$ cat config.mk
export PLATFORM = sky130hd
export DESIGN_NAME = dma_submit_regs
export DESIGN_NICKNAME = d
export VERILOG_FILES = /design/src/rtl/dsub_pkg.sv /design/src/rtl/dsub_ctrl.sv /design/src/rtl/dsub_data.sv /design/src/rtl/dma_submit_regs.sv
export SDC_FILE = /design/constraint.sdc
export NUM_CORES = 1
export LEC_CHECK = 0
export BUFFER_PORTS_ARGS = -buffer_cell sky130_fd_sc_hd__buf_2
export CORE_MARGIN = 8
export CORE_UTILIZATION = 45
export CTS_CLUSTER_SIZE = 24
export DETAILED_ROUTE_END_ITERATION = 6
export GPL_TIMING_DRIVEN = 0
export HOLD_SLACK_MARGIN = 0.1
export PLACE_DENSITY = 0.63
export SLEW_MARGIN = 10
export SYNTH_ARGS = -nofsm -noshare
export SYNTH_HDL_FRONTEND = slang
export SYNTH_HIERARCHICAL = 1
export SYNTH_SLANG_ARGS = --single-unit
export TNS_END_PERCENT = 5
$ cat constraint.sdc
create_clock -name clk -period 8.6 [get_ports clk]
set_input_delay 1.72 -clock clk [delete_from_list [all_inputs] [get_ports clk]]
set_output_delay 1.72 -clock clk [all_outputs]
set_load 0.1 [all_outputs]
$ cat src/rtl/dsub_pkg.sv
`timescale 1ns/1ps
package dsub_pkg;
  parameter int REG_W  = 32;
  parameter int ADDR_W = 12;

  // register offsets (byte addresses)
  localparam logic [ADDR_W-1:0] OFS_CTRL   = 12'h000;
  localparam logic [ADDR_W-1:0] OFS_TAG    = 12'h004;
  localparam logic [ADDR_W-1:0] OFS_COMMIT = 12'h008;
  localparam logic [ADDR_W-1:0] OFS_MODE   = 12'h00C;
  localparam logic [ADDR_W-1:0] OFS_SRC    = 12'h010;
  localparam logic [ADDR_W-1:0] OFS_DST    = 12'h014;
  localparam logic [ADDR_W-1:0] OFS_XLEN   = 12'h018;
  localparam logic [ADDR_W-1:0] OFS_YLEN   = 12'h01C;
  localparam logic [ADDR_W-1:0] OFS_SSTR   = 12'h020;
  localparam logic [ADDR_W-1:0] OFS_DSTR   = 12'h024;
  localparam logic [ADDR_W-1:0] OFS_DONE   = 12'h028;
  localparam logic [ADDR_W-1:0] OFS_ACTIVE = 12'h02C;
  localparam logic [ADDR_W-1:0] OFS_STATUS = 12'h030;
  localparam logic [ADDR_W-1:0] OFS_MASK   = 12'h040;
  localparam logic [ADDR_W-1:0] OFS_PEND   = 12'h044;
  localparam logic [ADDR_W-1:0] OFS_SRCIRQ = 12'h048;

  // interrupt cause bit positions
  localparam int IRQ_TAKEN    = 0;
  localparam int IRQ_FINISHED = 1;

  typedef struct packed {
    logic [REG_W-1:0] srcAddr;
    logic [REG_W-1:0] dstAddr;
    logic [REG_W-1:0] xLen;
    logic [REG_W-1:0] yLen;
    logic [REG_W-1:0] srcStride;
    logic [REG_W-1:0] dstStride;
    logic             cyclic;
  } desc_t;

  // control -> datapath strobes
  typedef struct packed {
    logic push;   // copy staging into the tail slot
    logic pop;    // head slot handed to the engine
    logic flush;  // drop all queued slots
    logic offer;  // head slot is being offered
  } strobe_t;

  // control state as read-back words
  typedef struct packed {
    logic [REG_W-1:0] ctrl;
    logic [REG_W-1:0] nextTag;
    logic [REG_W-1:0] commit;
    logic [REG_W-1:0] done;
    logic [REG_W-1:0] active;
    logic [REG_W-1:0] status;
    logic [REG_W-1:0] mask;
    logic [REG_W-1:0] pend;
    logic [REG_W-1:0] source;
  } view_t;
endpackage

$ cat src/rtl/dsub_ctrl.sv
`timescale 1ns/1ps
module dsub_ctrl
  import dsub_pkg::*;
#(
  parameter int TAG_W  = 2,
  parameter int QDEPTH = 4
) (
  input  logic              clk,
  input  logic              rstN,
  input  logic              regWr,
  input  logic [ADDR_W-1:0] regAddr,
  input  logic [1:0]        regBits,
  input  logic              descReady,
  input  logic              doneValid,
  input  logic [TAG_W-1:0]  doneTag,
  output logic              descValid,
  output logic [TAG_W-1:0]  descTag,
  output strobe_t           strobe,
  output view_t             view,
  output logic              irq
);
  localparam int NTAG  = 1 << TAG_W;
  localparam int CNT_W = $clog2(QDEPTH + 1);
  localparam int OUT_W = CNT_W + TAG_W;
  localparam logic [CNT_W-1:0] CNT_FULL = CNT_W'(QDEPTH);

  logic              runEn, holdEn, commitPend;
  logic [CNT_W-1:0]  count;
  logic [TAG_W-1:0]  nextTag, activeTag;
  logic [NTAG-1:0]   doneMask, doneNext;
  logic [OUT_W-1:0]  outCnt;
  logic [1:0]        pend, mask, pendSet, pendClr;

  logic wrCtrl, wrCommit, flush, full, push, pop, doneOk, outDec;

  assign wrCtrl   = regWr && (regAddr == OFS_CTRL);
  assign wrCommit = regWr && (regAddr == OFS_COMMIT) && regBits[0];
  assign flush    = wrCtrl && !regBits[0];
  assign full     = (count == CNT_FULL);
  assign push     = commitPend && runEn && !full;
  assign descValid = runEn && !holdEn && (count != '0);
  assign pop      = descValid && descReady;
  assign doneOk   = doneValid && runEn;
  assign outDec   = doneOk && (outCnt != '0);
  assign descTag  = nextTag - TAG_W'(count);

  assign strobe.push  = push;
  assign strobe.pop   = pop;
  assign strobe.flush = flush;
  assign strobe.offer = descValid;

  // control bits and commit request
  always_ff @(posedge clk or negedge rstN) begin
    if (!rstN) begin
      runEn      <= 1'b0;
      holdEn     <= 1'b0;
      commitPend <= 1'b0;
    end else begin
      if (wrCtrl) begin
        runEn  <= regBits[0];
        holdEn <= regBits[1];
      end
      if (flush)                  commitPend <= 1'b0;
      else if (wrCommit && runEn) commitPend <= 1'b1;
      else if (push)              commitPend <= 1'b0;
    end
  end

  // occupancy and tag counter
  always_ff @(posedge clk or negedge rstN) begin
    if (!rstN) begin
      count   <= '0;
      nextTag <= '0;
    end else begin
      if (flush) count <= '0;
      else begin
        unique case ({push, pop})
          2'b10:   count <= count + 1'b1;
          2'b01:   count <= count - 1'b1;
          default: count <= count;
        endcase
      end
      if (push) nextTag <= nextTag + 1'b1;
    end
  end

  // per-tag done mask: reassignment clears, completion sets
  always_comb begin
    doneNext = doneMask;
    for (int t = 0; t < NTAG; t++) begin
      if (push && nextTag == TAG_W'(t))         doneNext[t] = 1'b0;
      else if (doneOk && doneTag == TAG_W'(t))  doneNext[t] = 1'b1;
    end
  end

  // outstanding handoffs and active tag
  always_ff @(posedge clk or negedge rstN) begin
    if (!rstN) begin
      doneMask  <= '0;
      outCnt    <= '0;
      activeTag <= '0;
    end else begin
      doneMask <= doneNext;
      if (flush)                outCnt <= '0;
      else if (pop && !outDec)  outCnt <= outCnt + 1'b1;
      else if (!pop && outDec)  outCnt <= outCnt - 1'b1;
      if (pop) activeTag <= descTag;
    end
  end

  // interrupt causes
  always_comb begin
    pendSet = '0;
    pendSet[IRQ_TAKEN]    = pop;
    pendSet[IRQ_FINISHED] = doneOk;
    pendClr = (regWr && regAddr == OFS_PEND) ? regBits : 2'b00;
  end

  always_ff @(posedge clk or negedge rstN) begin
    if (!rstN) begin
      pend <= '0;
      mask <= 2'b11;
    end else begin
      pend <= pendSet | (pend & ~pendClr);
      if (regWr && regAddr == OFS_MASK) mask <= regBits;
    end
  end

  assign irq = |(pend & ~mask);

  always_comb begin
    view.ctrl    = REG_W'({holdEn, runEn});
    view.nextTag = REG_W'(nextTag);
    view.commit  = REG_W'(commitPend || full);
    view.done    = REG_W'(doneMask);
    view.active  = REG_W'(activeTag);
    view.status  = REG_W'(outCnt != '0);
    view.mask    = REG_W'(mask);
    view.pend    = REG_W'(pend);
    view.source  = REG_W'(pend & ~mask);
  end

  assert_no_overflow_R4: assert property (@(posedge clk) disable iff (!rstN)
    count <= CNT_FULL);

  assert_flush_empty_R6: assert property (@(posedge clk) disable iff (!rstN)
    flush |=> (count == '0 && !descValid));

  assert_ignore_done_R6: assert property (@(posedge clk) disable iff (!rstN)
    (doneValid && !runEn) |=> $stable(doneMask));

  assert_tag_step_R3: assert property (@(posedge clk) disable iff (!rstN)
    push |=> (nextTag == $past(nextTag) + 1'b1));

  assert_done_cleared_R7: assert property (@(posedge clk) disable iff (!rstN)
    push |=> !doneMask[$past(nextTag)]);

  assert_taken_pending_R8: assert property (@(posedge clk) disable iff (!rstN)
    pop |=> pend[IRQ_TAKEN]);
endmodule

$ cat src/rtl/dsub_data.sv
`timescale 1ns/1ps
module dsub_data
  import dsub_pkg::*;
#(
  parameter int QDEPTH = 4
) (
  input  logic              clk,
  input  logic              rstN,
  input  logic              regWr,
  input  logic              regRd,
  input  logic [ADDR_W-1:0] regAddr,
  input  logic [REG_W-1:0]  regWData,
  input  strobe_t           strobe,
  input  view_t             view,
  output desc_t             descOut,
  output logic [REG_W-1:0]  regRData
);
  localparam int PTR_W = (QDEPTH > 1) ? $clog2(QDEPTH) : 1;
  localparam logic [PTR_W-1:0] PTR_LAST = PTR_W'(QDEPTH - 1);

  desc_t            stage;
  desc_t            slot [QDEPTH];
  logic [PTR_W-1:0] wrPtr, rdPtr;
  logic [REG_W-1:0] rdMux;

  function automatic logic [PTR_W-1:0] bump(input logic [PTR_W-1:0] p);
    return (p == PTR_LAST) ? '0 : p + 1'b1;
  endfunction

  // staging registers
  always_ff @(posedge clk or negedge rstN) begin
    if (!rstN) begin
      stage <= '0;
    end else if (regWr) begin
      unique case (regAddr)
        OFS_SRC:  stage.srcAddr   <= regWData;
        OFS_DST:  stage.dstAddr   <= regWData;
        OFS_XLEN: stage.xLen      <= regWData;
        OFS_YLEN: stage.yLen      <= regWData;
        OFS_SSTR: stage.srcStride <= regWData;
        OFS_DSTR: stage.dstStride <= regWData;
        OFS_MODE: stage.cyclic    <= regWData[0];
        default:  ;
      endcase
    end
  end

  // queue slots
  for (genvar s = 0; s < QDEPTH; s++) begin : g_slot
    always_ff @(posedge clk) begin
      if (strobe.push && wrPtr == PTR_W'(s)) slot[s] <= stage;
    end
  end

  always_ff @(posedge clk or negedge rstN) begin
    if (!rstN) begin
      wrPtr <= '0;
      rdPtr <= '0;
    end else if (strobe.flush) begin
      wrPtr <= '0;
      rdPtr <= '0;
    end else begin
      if (strobe.push) wrPtr <= bump(wrPtr);
      if (strobe.pop)  rdPtr <= bump(rdPtr);
    end
  end

  assign descOut = slot[rdPtr];

  // read-back
  always_comb begin
    unique case (regAddr)
      OFS_CTRL:   rdMux = view.ctrl;
      OFS_TAG:    rdMux = view.nextTag;
      OFS_COMMIT: rdMux = view.commit;
      OFS_MODE:   rdMux = REG_W'(stage.cyclic);
      OFS_SRC:    rdMux = stage.srcAddr;
      OFS_DST:    rdMux = stage.dstAddr;
      OFS_XLEN:   rdMux = stage.xLen;
      OFS_YLEN:   rdMux = stage.yLen;
      OFS_SSTR:   rdMux = stage.srcStride;
      OFS_DSTR:   rdMux = stage.dstStride;
      OFS_DONE:   rdMux = view.done;
      OFS_ACTIVE: rdMux = view.active;
      OFS_STATUS: rdMux = view.status;
      OFS_MASK:   rdMux = view.mask;
      OFS_PEND:   rdMux = view.pend;
      OFS_SRCIRQ: rdMux = view.source;
      default:    rdMux = '0;
    endcase
  end

  always_ff @(posedge clk or negedge rstN) begin
    if (!rstN)      regRData <= '0;
    else if (regRd) regRData <= rdMux;
  end

  assert_head_hold_R2: assert property (@(posedge clk) disable iff (!rstN)
    (strobe.offer && !strobe.pop) |=> (!strobe.offer || $stable(descOut)));
endmodule

$ cat src/rtl/dma_submit_regs.sv
`timescale 1ns/1ps
module dma_submit_regs
  import dsub_pkg::*;
#(
  parameter int TAG_W  = 2,
  parameter int QDEPTH = 4
) (
  input  logic              clk,
  input  logic              rstN,
  input  logic              regWr,
  input  logic              regRd,
  input  logic [ADDR_W-1:0] regAddr,
  input  logic [REG_W-1:0]  regWData,
  output logic [REG_W-1:0]  regRData,
  output logic              descValid,
  input  logic              descReady,
  output logic [REG_W-1:0]  descSrcAddr,
  output logic [REG_W-1:0]  descDstAddr,
  output logic [REG_W-1:0]  descXLen,
  output logic [REG_W-1:0]  descYLen,
  output logic [REG_W-1:0]  descSrcStride,
  output logic [REG_W-1:0]  descDstStride,
  output logic              descCyclic,
  output logic [TAG_W-1:0]  descTag,
  input  logic              doneValid,
  input  logic [TAG_W-1:0]  doneTag,
  output logic              irq
);
  strobe_t strobe;
  view_t   view;
  desc_t   descOut;

  dsub_ctrl #(.TAG_W(TAG_W), .QDEPTH(QDEPTH)) u_ctrl (
    .clk       (clk),
    .rstN      (rstN),
    .regWr     (regWr),
    .regAddr   (regAddr),
    .regBits   (regWData[1:0]),
    .descReady (descReady),
    .doneValid (doneValid),
    .doneTag   (doneTag),
    .descValid (descValid),
    .descTag   (descTag),
    .strobe    (strobe),
    .view      (view),
    .irq       (irq)
  );

  dsub_data #(.QDEPTH(QDEPTH)) u_data (
    .clk      (clk),
    .rstN     (rstN),
    .regWr    (regWr),
    .regRd    (regRd),
    .regAddr  (regAddr),
    .regWData (regWData),
    .strobe   (strobe),
    .view     (view),
    .descOut  (descOut),
    .regRData (regRData)
  );

  assign descSrcAddr   = descOut.srcAddr;
  assign descDstAddr   = descOut.dstAddr;
  assign descXLen      = descOut.xLen;
  assign descYLen      = descOut.yLen;
  assign descSrcStride = descOut.srcStride;
  assign descDstStride = descOut.dstStride;
  assign descCyclic    = descOut.cyclic;
endmodule

==> results.sh <==
export IMPL_crit_required_ns=6.88
export IMPL_core_region_area_um2=96900
export IMPL_dp_cells=4384
export IMPL_clock_tree_htree_level_count=3
export IMPL_final_setup_violation_count=0
export IMPL_endpoint="descSrcAddr[4]"
export IMPL_maximum_number_of_pins_on_one_net_before_global_route_repair=102
export IMPL_seq_area_um2=29500
export IMPL_gate_count_of_the_mapped_netlist=2541
export IMPL_drive_gt1_share_pct=37.1
export IMPL_grt_ovfl_total=0
export IMPL_critPathLaunch="u_data/rdPtr[0]"
export IMPL_grt_most_used_layer="met2"
export IMPL_worstSetupEndpointType="output port"
export IMPL_floorplan_rows=114
export IMPL_routedWlPerCell_um=29.8
export IMPL_multi_input_area_um2=12700
export IMPL_vias_per_cell=5.67
export IMPL_ff2ff_path_depth=8
export IMPL_drt_first_pass_iters=7
export IMPL_areaGrowthSynthToFinish_pct=18.2
export IMPL_fin_skew_ns=0.0285
export IMPL_worst_skew_pair_late_latency_ns=0.69
export IMPL_placement_cell_area_um2=48600
export IMPL_tritoncts_num_sinks=1024
export IMPL_clockPowerShare_pct=44.9
export IMPL_switchingPower_mw=2.13
export IMPL_result_of_the_run="finished with violations"
export IMPL_synth_area_per_cell_um2=17.3
export IMPL_crit_arrival_ns=4.02
export IMPL_die_width_um=329
export IMPL_cts_hold_buffers_added=0
export IMPL_rrSetupSlack_ns=5.61
export IMPL_timing_setup_critical_path_class="reg2out"
export IMPL_floorplan_die_area_um2=108000
export IMPL_routed_wl_um=137000
export IMPL_cts_setup_buffers=0
export IMPL_io_pin_count=281
export IMPL_gr_usage_met2_pct=40.8
export IMPL_cap_viol_max_count=0
export IMPL_die_height_um=329
export IMPL_sum_of_net_half_perimeters_after_detailed_placement_um=94800
export IMPL_route_detailed_drc=2
export IMPL_grt_pass1_vias=26521
export IMPL_cts_buffers=103
export IMPL_stdcell_area_um2=52100
export IMPL_total_power_mw=10.2
export IMPL_hold_violations=0
export IMPL_switching_share_pct=20.8
export IMPL_failed_checks="design-rule violations"
export IMPL_critical_path_fanouts_max=10
export IMPL_tcrit_tclk_final_pct=66.8
export IMPL_detail_route_antenna_nets=0
export IMPL_grt_pass1_wl_um=193000
export IMPL_relSlewSlack_pct=15.6
export IMPL_grt_setup_unrepaired="false"
export IMPL_drt_first_iter_violations=2668
export IMPL_critical_path_reg2reg_startpoint="u_ctrl/count[2]"
export IMPL_fillers=7721
export IMPL_worst_setup_path_start_kind="flop"
export IMPL_vdd_drop_max_uv=171
export IMPL_yosysWarnings=6
export IMPL_grt_util_all_layers_pct=25.0
export IMPL_gates_resized_cts_repair=0
export IMPL_portion_of_total_power_attributed_to_sequential_cells_pct=51.7
export IMPL_report_final_slew_viol_count=0
export IMPL_groute_layer_met3_usage_pct=4.48
export IMPL_clock_tree_buffer_depth=3
export IMPL_cellLeakagePower_nw=18.0
export IMPL_vias=25994
export IMPL_final_min_clock_period_ns=5.74
export IMPL_design_final_nets=3281
export IMPL_cts_root_buffer="sky130_fd_sc_hd__clkbuf_16"
export IMPL_use_met1_pct=33.7
export IMPL_tritoncts="yes"
export IMPL_min_delay_path_class="reg2reg"
export IMPL_place_congestion=0.932
export IMPL_power_density_relative_to_cell_area_nw_per_um2=197
export IMPL_post_synth_instance_area_um2=44000
export IMPL_port_buffers=280
export IMPL_post_layout_nonfiller_instances=4588
export IMPL_worstReg2RegEnd="u_data/slot[0][177]"
export IMPL_clock_transition_at_path_regs_ns=0.06
export IMPL_max_freq_ghz=0.174
export IMPL_internal_power_mw=8.10
export IMPL_pwr_share_comb_pct=3.5
export IMPL_timing_worst_slew_pin_value_ns=1.27
export IMPL_start_util_pct=45.5
export IMPL_antenna_violations_before_repair=13
## state kept, by name, summed over array words and instances, names as in the netlist
register	cells
u_ctrl/count	3
u_ctrl/pend	2
u_data/regRData	32
u_ctrl/nextTag	2
u_ctrl/runEn	1
u_data/rdPtr	2
u_ctrl/activeTag	2
u_data/wrPtr	2
u_ctrl/outCnt	5
u_data/slot	772
u_ctrl/commitPend	1
u_ctrl/mask	2
u_data/stage	193
u_ctrl/doneMask	4
u_ctrl/holdEn	1
## critical path, stage by stage (launching register included)
cell	delay, ns
sky130_fd_sc_hd__dfrtp_1	0.35
sky130_fd_sc_hd__clkbuf_1	0.36
sky130_fd_sc_hd__clkbuf_1	0.97
sky130_fd_sc_hd__buf_2	0.69
sky130_fd_sc_hd__mux4_2	0.64
sky130_fd_sc_hd__buf_2	0.32
## layer usage
layer	wire length, um	vias up
met5	27	-
met4	4890	4
met3	9120	201
met2	66200	961
met1	56500	13843
li1	-	10985
## how the worst min path moves through the flow
stage / start / to / slack [ns] / cells after the start
2_1_floorplan: u_ctrl/activeTag[1] / u_ctrl/activeTag[1] / 0.45 / 2
3_3_place_gp: u_data/regRData[30] / u_data/regRData[30] / 0.48 / 2
3_5_place_dp: u_data/regRData[17] / u_data/regRData[17] / 0.48 / 1
4_1_cts: u_data/regRData[17] / u_data/regRData[17] / 0.50 / 1
5_1_grt: u_data/regRData[17] / u_data/regRData[17] / 0.51 / 1
6_report: u_data/regRData[17] / u_data/regRData[17] / 0.50 / 1
## area by class of cell
type                            count  area share (%)
Antenna cell                       10          0.0481
Buffer                            425            5.35
Sequential cell                  1024            56.6
Tap cell                         1276            3.07
Inverter                           11          0.0841
Multi-Input combinational cell   1350            24.5
Clock inverter                     59            1.26
Timing Repair Buffer              298            3.66
Clock buffer                      135            5.42
## cells in the final DEF, fill, tap and decap left out, types with 10 or more instances in the layout
cell type,instances
sky130_fd_sc_hd__mux2_2,176
sky130_fd_sc_hd__nor2b_1,12
sky130_fd_sc_hd__clkbuf_1,81
sky130_fd_sc_hd__o2bb2ai_1,34
sky130_fd_sc_hd__nor4_1,12
sky130_fd_sc_hd__nor2_1,28
sky130_fd_sc_hd__a221oi_1,15
sky130_fd_sc_hd__ha_1,14
sky130_fd_sc_hd__buf_2,345
sky130_fd_sc_hd__o211ai_1,15
sky130_fd_sc_hd__nand3_1,41
sky130_fd_sc_hd__mux4_2,196
sky130_fd_sc_hd__nand3b_1,10
sky130_fd_sc_hd__and3b_1,22
sky130_fd_sc_hd__o22ai_1,13
sky130_fd_sc_hd__clkinv_1,11
sky130_fd_sc_hd__inv_1,10
sky130_fd_sc_hd__conb_1,270
sky130_fd_sc_hd__buf_4,284
sky130_fd_sc_hd__diode_2,10
sky130_fd_sc_hd__clkinv_2,16
sky130_fd_sc_hd__dfrtp_1,250
sky130_fd_sc_hd__o21ai_0,50
sky130_fd_sc_hd__clkbuf_16,107
sky130_fd_sc_hd__buf_16,18
sky130_fd_sc_hd__bufinv_16,12
sky130_fd_sc_hd__a31oi_1,21
sky130_fd_sc_hd__edfxtp_1,772
sky130_fd_sc_hd__a22oi_1,99
sky130_fd_sc_hd__nand4_1,28
sky130_fd_sc_hd__mux2i_1,42
sky130_fd_sc_hd__nand2_1,34
sky130_fd_sc_hd__o221ai_1,13
sky130_fd_sc_hd__a21oi_1,41
sky130_fd_sc_hd__mux2_1,55
## stage by stage
stage | TNS, ns | setup slack, ns | hold WS [ns] | util, %
2_1_floorplan | 0 | 2.53 | 0.446 | -
3_3_place_gp | -1070.06 | -1.47 | 0.476 | 49.6
3_5_place_dp | 0 | 3.34 | 0.484 | 50.1
4_1_cts | 0 | 2.76 | 0.498 | 53.7
5_1_grt | 0 | 2.71 | 0.513 | 53.7
6_report | 0 | 2.86 | 0.500 | 53.8
## power by group through the flow
stage | Sequential [mW] | Combinational, mW | Clock [mW]
final | 5.29 | 0.353 | 4.59
after CTS | 5.29 | 0.341 | 4.67
after global routing | 5.29 | 0.378 | 4.85
after detailed placement | 5.39 | 0.340 | 0
after floorplan | 5.39 | 0.204 | 0
after global placement | 5.39 | 0.333 | 0
Power figures use the tool's default switching activity.
